### config.mk
export PLATFORM = sky130hd
export DESIGN_NAME = pgwr_engine
export DESIGN_NICKNAME = d
export VERILOG_FILES = /design/src/rtl/pgwr_pkg.sv /design/src/rtl/pgwr_buffer.sv /design/src/rtl/pgwr_timer.sv /design/src/rtl/pgwr_engine.sv
export SDC_FILE = /design/constraint.sdc
export NUM_CORES = 1
export LEC_CHECK = 0
export BUFFER_PORTS_ARGS = -buffer_cell sky130_fd_sc_hd__buf_2
export CAP_MARGIN = 25
export CORE_MARGIN = 2
export CORE_UTILIZATION = 45
export DETAILED_ROUTE_END_ITERATION = 7
export SLEW_MARGIN = 40
export SYNTH_ARGS = -nofsm -noshare
export SYNTH_HDL_FRONTEND = slang
export SYNTH_SLANG_ARGS = --single-unit
### constraint.sdc
create_clock -name clk -period 2.83 [get_ports clk]
set_input_delay 0.283 -clock clk [delete_from_list [all_inputs] [get_ports clk]]
set_output_delay 0.283 -clock clk [all_outputs]
set_load 0.02 [all_outputs]
### src/rtl/pgwr_pkg.sv
package pgwr_pkg;
    typedef enum logic [1:0] {
        ST_IDLE    = 2'd0,
        ST_COLLECT = 2'd1,
        ST_PROGRAM = 2'd2,
        ST_WAIT    = 2'd3
    } pgwr_state_e;
endpackage

### src/rtl/pgwr_buffer.sv
module pgwr_buffer #(
    parameter int PAGE_BYTES = 16,
    localparam int OFF_W = $clog2(PAGE_BYTES)
) (
    input  logic             clk,
    input  logic             rst_n,
    input  logic             load_i,
    input  logic [OFF_W-1:0] load_off_i,
    input  logic             wr_i,
    input  logic [7:0]       data_i,
    input  logic             clr_i,
    input  logic [OFF_W-1:0] rd_idx_i,
    output logic [7:0]       rd_data_o,
    output logic             rd_vld_o,
    output logic             any_o
);
    localparam logic [OFF_W-1:0] LAST_OFF = OFF_W'(PAGE_BYTES - 1);

    typedef struct packed {
        logic [OFF_W-1:0]                 offs;
        logic [PAGE_BYTES-1:0]            mask;
        logic [PAGE_BYTES-1:0][7:0]       bytes;
    } buf_t;

    buf_t buf_d, buf_q;

    always_comb begin
        buf_d = buf_q;
        if (load_i) begin
            buf_d.offs = load_off_i;
            buf_d.mask = '0;
        end else if (clr_i) begin
            buf_d.mask = '0;
        end else if (wr_i) begin
            buf_d.bytes[buf_q.offs] = data_i;
            buf_d.mask[buf_q.offs]  = 1'b1;
            buf_d.offs = (buf_q.offs == LAST_OFF) ? '0 : buf_q.offs + 1'b1;
        end
    end

    always_ff @(posedge clk) begin
        if (!rst_n) begin
            buf_q <= '0;
        end else begin
            buf_q <= buf_d;
        end
    end

    assign rd_data_o = buf_q.bytes[rd_idx_i];
    assign rd_vld_o  = buf_q.mask[rd_idx_i];
    assign any_o     = |buf_q.mask;

    // the in-page offset wraps from the last position to the first
    assert_offset_wrap_R3: assert property (@(posedge clk) disable iff (!rst_n)
        (wr_i && !load_i && !clr_i && buf_q.offs == LAST_OFF) |=> (buf_q.offs == '0));

    // a written position is marked valid on the following cycle
    assert_mark_written_R2: assert property (@(posedge clk) disable iff (!rst_n)
        (wr_i && !load_i && !clr_i) |=> buf_q.mask[$past(buf_q.offs)]);
endmodule

### src/rtl/pgwr_timer.sv
module pgwr_timer #(
    parameter int CYCLE_TICKS = 5,
    localparam int TCNT_W = $clog2(CYCLE_TICKS + 1)
) (
    input  logic clk,
    input  logic rst_n,
    input  logic start_i,
    input  logic tick_i,
    output logic done_o
);
    localparam logic [TCNT_W-1:0] LAST_CNT = TCNT_W'(CYCLE_TICKS - 1);

    typedef struct packed {
        logic              run;
        logic [TCNT_W-1:0] cnt;
    } tmr_t;

    tmr_t tmr_d, tmr_q;

    always_comb begin
        tmr_d  = tmr_q;
        done_o = 1'b0;
        if (start_i) begin
            tmr_d.run = 1'b1;
            tmr_d.cnt = '0;
        end else if (tmr_q.run && tick_i) begin
            if (tmr_q.cnt == LAST_CNT) begin
                tmr_d.run = 1'b0;
                done_o    = 1'b1;
            end else begin
                tmr_d.cnt = tmr_q.cnt + 1'b1;
            end
        end
    end

    always_ff @(posedge clk) begin
        if (!rst_n) begin
            tmr_q <= '0;
        end else begin
            tmr_q <= tmr_d;
        end
    end

    // the timer stops only when a tick arrives
    assert_stop_on_tick_R6: assert property (@(posedge clk) disable iff (!rst_n)
        $fell(tmr_q.run) |-> $past(tick_i));
endmodule

### src/rtl/pgwr_engine.sv
module pgwr_engine
    import pgwr_pkg::*;
#(
    parameter int PAGE_BYTES  = 16,
    parameter int ADDR_W      = 11,
    parameter int CYCLE_TICKS = 5,
    localparam int OFF_W = $clog2(PAGE_BYTES),
    localparam int PG_W  = ADDR_W - OFF_W
) (
    input  logic              clk,
    input  logic              rst_n,
    input  logic              start_i,
    input  logic [ADDR_W-1:0] start_addr_i,
    input  logic              byte_vld_i,
    input  logic [7:0]        byte_i,
    input  logic              commit_i,
    input  logic              abort_i,
    input  logic              tick_i,
    output logic              arr_we_o,
    output logic [ADDR_W-1:0] arr_addr_o,
    output logic [7:0]        arr_data_o,
    output logic              busy_o,
    output logic              wel_clr_o
);
    localparam logic [OFF_W-1:0] LAST_IDX = OFF_W'(PAGE_BYTES - 1);

    typedef struct packed {
        pgwr_state_e      st;
        logic [PG_W-1:0]  page;
        logic [OFF_W-1:0] idx;
        logic             wclr;
    } eng_t;

    eng_t eng_d, eng_q;

    logic       buf_load, buf_wr, buf_clr, buf_vld, buf_any;
    logic [7:0] buf_data;
    logic       tmr_start, tmr_done;

    always_comb begin
        eng_d      = eng_q;
        eng_d.wclr = 1'b0;
        buf_load   = 1'b0;
        buf_wr     = 1'b0;
        buf_clr    = 1'b0;
        tmr_start  = 1'b0;
        unique case (eng_q.st)
            ST_IDLE: begin
                if (start_i) begin
                    buf_load   = 1'b1;
                    eng_d.page = start_addr_i[ADDR_W-1:OFF_W];
                    eng_d.st   = ST_COLLECT;
                end
            end
            ST_COLLECT: begin
                if (abort_i) begin
                    buf_clr  = 1'b1;
                    eng_d.st = ST_IDLE;
                end else if (commit_i) begin
                    eng_d.idx = '0;
                    eng_d.st  = buf_any ? ST_PROGRAM : ST_IDLE;
                end else if (byte_vld_i) begin
                    buf_wr = 1'b1;
                end
            end
            ST_PROGRAM: begin
                if (eng_q.idx == LAST_IDX) begin
                    tmr_start = 1'b1;
                    buf_clr   = 1'b1;
                    eng_d.st  = ST_WAIT;
                end else begin
                    eng_d.idx = eng_q.idx + 1'b1;
                end
            end
            ST_WAIT: begin
                if (tmr_done) begin
                    eng_d.wclr = 1'b1;
                    eng_d.st   = ST_IDLE;
                end
            end
            default: eng_d.st = ST_IDLE;
        endcase
    end

    always_ff @(posedge clk) begin
        if (!rst_n) begin
            eng_q <= '{st: ST_IDLE, page: '0, idx: '0, wclr: 1'b0};
        end else begin
            eng_q <= eng_d;
        end
    end

    pgwr_buffer #(.PAGE_BYTES(PAGE_BYTES)) u_buffer (
        .clk        (clk),
        .rst_n      (rst_n),
        .load_i     (buf_load),
        .load_off_i (start_addr_i[OFF_W-1:0]),
        .wr_i       (buf_wr),
        .data_i     (byte_i),
        .clr_i      (buf_clr),
        .rd_idx_i   (eng_q.idx),
        .rd_data_o  (buf_data),
        .rd_vld_o   (buf_vld),
        .any_o      (buf_any)
    );

    pgwr_timer #(.CYCLE_TICKS(CYCLE_TICKS)) u_timer (
        .clk     (clk),
        .rst_n   (rst_n),
        .start_i (tmr_start),
        .tick_i  (tick_i),
        .done_o  (tmr_done)
    );

    assign arr_we_o   = (eng_q.st == ST_PROGRAM) && buf_vld;
    assign arr_addr_o = {eng_q.page, eng_q.idx};
    assign arr_data_o = buf_data;
    assign busy_o     = (eng_q.st == ST_PROGRAM) || (eng_q.st == ST_WAIT);
    assign wel_clr_o  = eng_q.wclr;

    // the array is only written inside a busy cycle
    assert_we_only_busy_R5: assert property (@(posedge clk) disable iff (!rst_n)
        arr_we_o |-> busy_o);

    // busy starts only as a result of a commit
    assert_busy_after_commit_R6: assert property (@(posedge clk) disable iff (!rst_n)
        $rose(busy_o) |-> $past(commit_i));

    // write-enable clear is a single pulse right after busy ends
    assert_welclr_single_R8: assert property (@(posedge clk) disable iff (!rst_n)
        wel_clr_o |=> !wel_clr_o);
    assert_welclr_at_end_R8: assert property (@(posedge clk) disable iff (!rst_n)
        wel_clr_o |-> (!busy_o && $past(busy_o)));

    // consecutive writes stay in one page
    assert_page_fixed_R2: assert property (@(posedge clk) disable iff (!rst_n)
        (arr_we_o && $past(arr_we_o)) |->
        (arr_addr_o[ADDR_W-1:OFF_W] == $past(arr_addr_o[ADDR_W-1:OFF_W])));

    // addresses of back-to-back writes increase
    assert_addr_rising_R10: assert property (@(posedge clk) disable iff (!rst_n)
        (arr_we_o && $past(arr_we_o)) |-> (arr_addr_o > $past(arr_addr_o)));
endmodule

==> summary.txt <==
Status
  – Run status: complete, no violations

Finish
  – Area taken by flip-flops and latches: ~0.0033 mm²
  – Number of standard cells in the layout, taps in and fillers out: 1010
  – Diodes inserted: 0
  – Area taken by multi-input logic gates: slightly above 0.004 mm²
  – Fill cell instance count of the final layout: approximately 1.5k
  – Synthesis-to-layout area growth: 11.9%
  – Fraction of final layout cells sized beyond drive strength 1: 0.197
  – Final Instance Area: around 0.0086 mm²
  – Post-layout nets: around 820

Routing
  – Total Routed Length: roughly 18 mm
  – Antenna violation net count after detailed routing: 0
  – Pre-Repair DR Iteration Count: 5
  – Final routed DRC violation total: 0
  – Routed length per placed instance: between 15 and 20 µm
  – DRT iter0 DRCs: roughly 370
  – Via density: 5.57
  – Total via count in the routed design: about 5.6k

Timing
  – Setup violations, final: 0
  – Post-route clock skew: ~0.010 ns
  – Final Cycle Share: 0.938
  – Peak Freq: between 0.3 and 0.4 GHz
  – Final Max Slew Viols: 0
  – Final Hold Violating Endpoints: 0
  – Setup total negative slack: 0 ns
  – Worst hold slack across all endpoints: between 0.09 and 0.1 ns
  – Worst slew margin relative to its limit: 0.490
  – Shortest period the worst path allows: 2.65 ns
  – Slew at the pin with the worst max-slew slack: 0.764 ns
  – Post-layout worst setup margin: 0.176 ns
  – RSZ-0062 raised after global routing: no

Synthesis
  – Post-Synthesis Mean Instance Area: approximately 10 µm²
  – Area contributors post-synth: sky130_fd_sc_hd__dfxtp_1, sky130_fd_sc_hd__mux2i_1, sky130_fd_sc_hd__mux4_2, sky130_fd_sc_hd__nand2_1, sky130_fd_sc_hd__a21oi_1
  – Top cell types by occurrence after synthesis: sky130_fd_sc_hd__dfxtp_1, sky130_fd_sc_hd__nand2_1, sky130_fd_sc_hd__mux2i_1, sky130_fd_sc_hd__mux4_2
  – Most frequent cell after synthesis: sky130_fd_sc_hd__dfxtp_1
  – Post-synth top area share: 0.431
  – Share of flip-flops with an asynchronous set or reset: 0
  – Post-synthesis instance total: 758
  – Post-synthesis instance area: ~0.0077 mm²
  – Flip-flop cell with the highest count after synthesis: sky130_fd_sc_hd__dfxtp_1
  – Portion of the post-synthesis area used by sequential elements: 0.431
  – #FFs+latches synth: roughly 170
  – Net count of the mapped netlist: between 700 and 800
  – Number of warnings printed during yosys synthesis: 0
  – Cell accounting for the most synthesized area: sky130_fd_sc_hd__dfxtp_1
  – Number of unique standard cell types used by synthesis: between 40 and 50
  – Number of enable-type register cells in the synthesized netlist: 0

Floorplanning
  – Top-level port count: between 40 and 50
  – Number of rows created at floorplan: 47
  – Die width: ~130 µm
  – Die Ht: between 100 and 150 µm
  – Starting Density: 0.463
  – Die outline area: ~0.018 mm²
  – Core Area: between 0.015 and 0.02 mm²

Critical path
  – Cell at the slowest stage of the critical path: sky130_fd_sc_hd__mux4_2
  – CP max stage delay: roughly 0.54 ns
  – Setup CP Type: reg -> out
  – Required time reported for the critical path endpoint: 2.55 ns
  – Capturing element type of the critical path: output pin
  – CP Launch Type: register
  – Cell breakdown of the critical path: buf_12, mux4_2, nor2b_1, a211oi_1, a21oi_1, buf_2
  – Critical path fanouts, max: 41
  – Crit path DAT: about 2.4 ns

CTS
  – Number of buffers created by CTS: 17
  – Hold-fix buffers, CTS: 0
  – CTS clock-pin slew for the worst setup and hold paths: roughly 0.06 ns
  – Cells resized by post-CTS repair: 0
  – TritonCTS clock tree: built
  – # H-tree levels: 4
  – Total clock sinks: 166
  – Root buffer cell: sky130_fd_sc_hd__clkbuf_16
  – Insertion delay to the later sink of the worst-skew pair: between 0.4 and 0.5 ns
  – Maximum buffer depth of the clock tree: 2
  – Setup Buffers After CTS: 0

GRT
  – Antenna violations before repair: 0
  – Global-route wire length before repair: 28.8 mm
  – Final global-route overflow total: 0
  – Number of global-route vias before repair: 5593
  – Maximum number of pins on one net before global-route repair: 42
  – Global Route Usage Sum: 0.205

Power
  – Power per cell area: around 560 mW/mm²
  – Sequential fraction of design power: 0.487
  – Net switching component of the power: 1.16 mW
  – Reported leakage power: about 2.9 nW
  – Clock network power share: 0.466
  – Switching share of power: 0.240
  – Internal power summed over all cells: between 3 and 4 mW
  – Combinational cell fraction of total power: 0.047
  – Peak VDD IR: between 0.0004 and 0.0005 V

Placed design
  – Detail Placement HPWL: 11.9 mm
  – Placed Area: 0.00804 mm²
  – Port bufs: 47
  – # placed instances: between 900 and 1k
  – Dpl ws: roughly 0.42 ns
  – Global placer's final weighted congestion: between 0.8 and 0.9

Min path
  – Type of the most critical hold path: in -> reg

Job
  – Total of max-cap violations: 0
## power by group through the flow
| stage | Combinational (mW) | Clock (mW) | Sequential (mW) |
|---|---|---|---|
| 6_report | 0.227 | 2.26 | 2.36 |
| 5_1_grt | 0.247 | 2.39 | 2.36 |
| 4_1_cts | 0.226 | 2.29 | 2.36 |
| 3_3_place_gp | 0.221 | 0 | 2.41 |
| 3_5_place_dp | 0.226 | 0 | 2.41 |
| 2_1_floorplan | 0.172 | 0 | 2.41 |
## area by class of cell
cell class | count | area share
well taps | 220 | 0.0319
clock buffers | 20 | 0.0530
repair buffers | 63 | 0.0444
clock inverters | 12 | 0.0134
multi-input cells | 518 | 0.467
flip-flops and latches | 166 | 0.386
inverters | 11 | 0.00479
## cells by family after synthesis
kind of cell               synth area share
AOI/OAI and AO/OA                    0.0786
and+or+nand+nor                       0.164
adders and majority gates            0.0195
muxes                                 0.252
buffers and inverters                0.0476
DFF                                   0.431
xor gates and xnor gates            0.00682
## per-stage QoR
stage / util / power [mW]
after floorplan: - / 2.58
after global placement: 0.483 / 2.64
after detailed placement: 0.483 / 2.64
after CTS: 0.517 / 4.88
after global routing: 0.518 / 5.00
final: 0.518 / 4.85
## layer usage
metal	global-route usage	up-vias	wire (µm)
met2	0.354	166	9020
met1	0.251	2715	7810
met4	0.0795	0	416
met5	0	-	0
li1	-	2708	-
met3	0.0424	32	930
## final timing paths
check                                     start                  end  slack (ns)  cells past startpoint
worst min register to register   arr_addr_o[10]       arr_addr_o[10]        0.45                      2
worst max-delay path              arr_addr_o[0]        arr_data_o[1]        0.18                      6
worst min-delay path            start_addr_i[4]        arr_addr_o[4]        0.09                      3
worst max register to register        eng_q[12]  u_buffer.buf_q[144]        0.41                      6
## cells in the final DEF, fill, tap and decap left out, drive strengths merged, types with 11 or more instances in the layout
cell	n
nand2	143
mux2i	114
buf	63
o21ai	34
clkbuf	20
inv	16
dfxtp	166
nor2	32
a21oi	35
nand3	27
mux4	35
ha	12
nor3	11
## critical path, delay by kind of cell, from the launching register on
| kind | cells | cell delay [ns] |
|---|---|---|
| flip-flops | 1 | 0.35 |
| AO/OA/AOI/OAI | 2 | 0.41 |
| AND/OR/NAND/NOR | 1 | 0.14 |
| multiplexers | 1 | 0.54 |
| buffers and inverters | 2 | 0.47 |
Power figures use the tool's default switching activity.
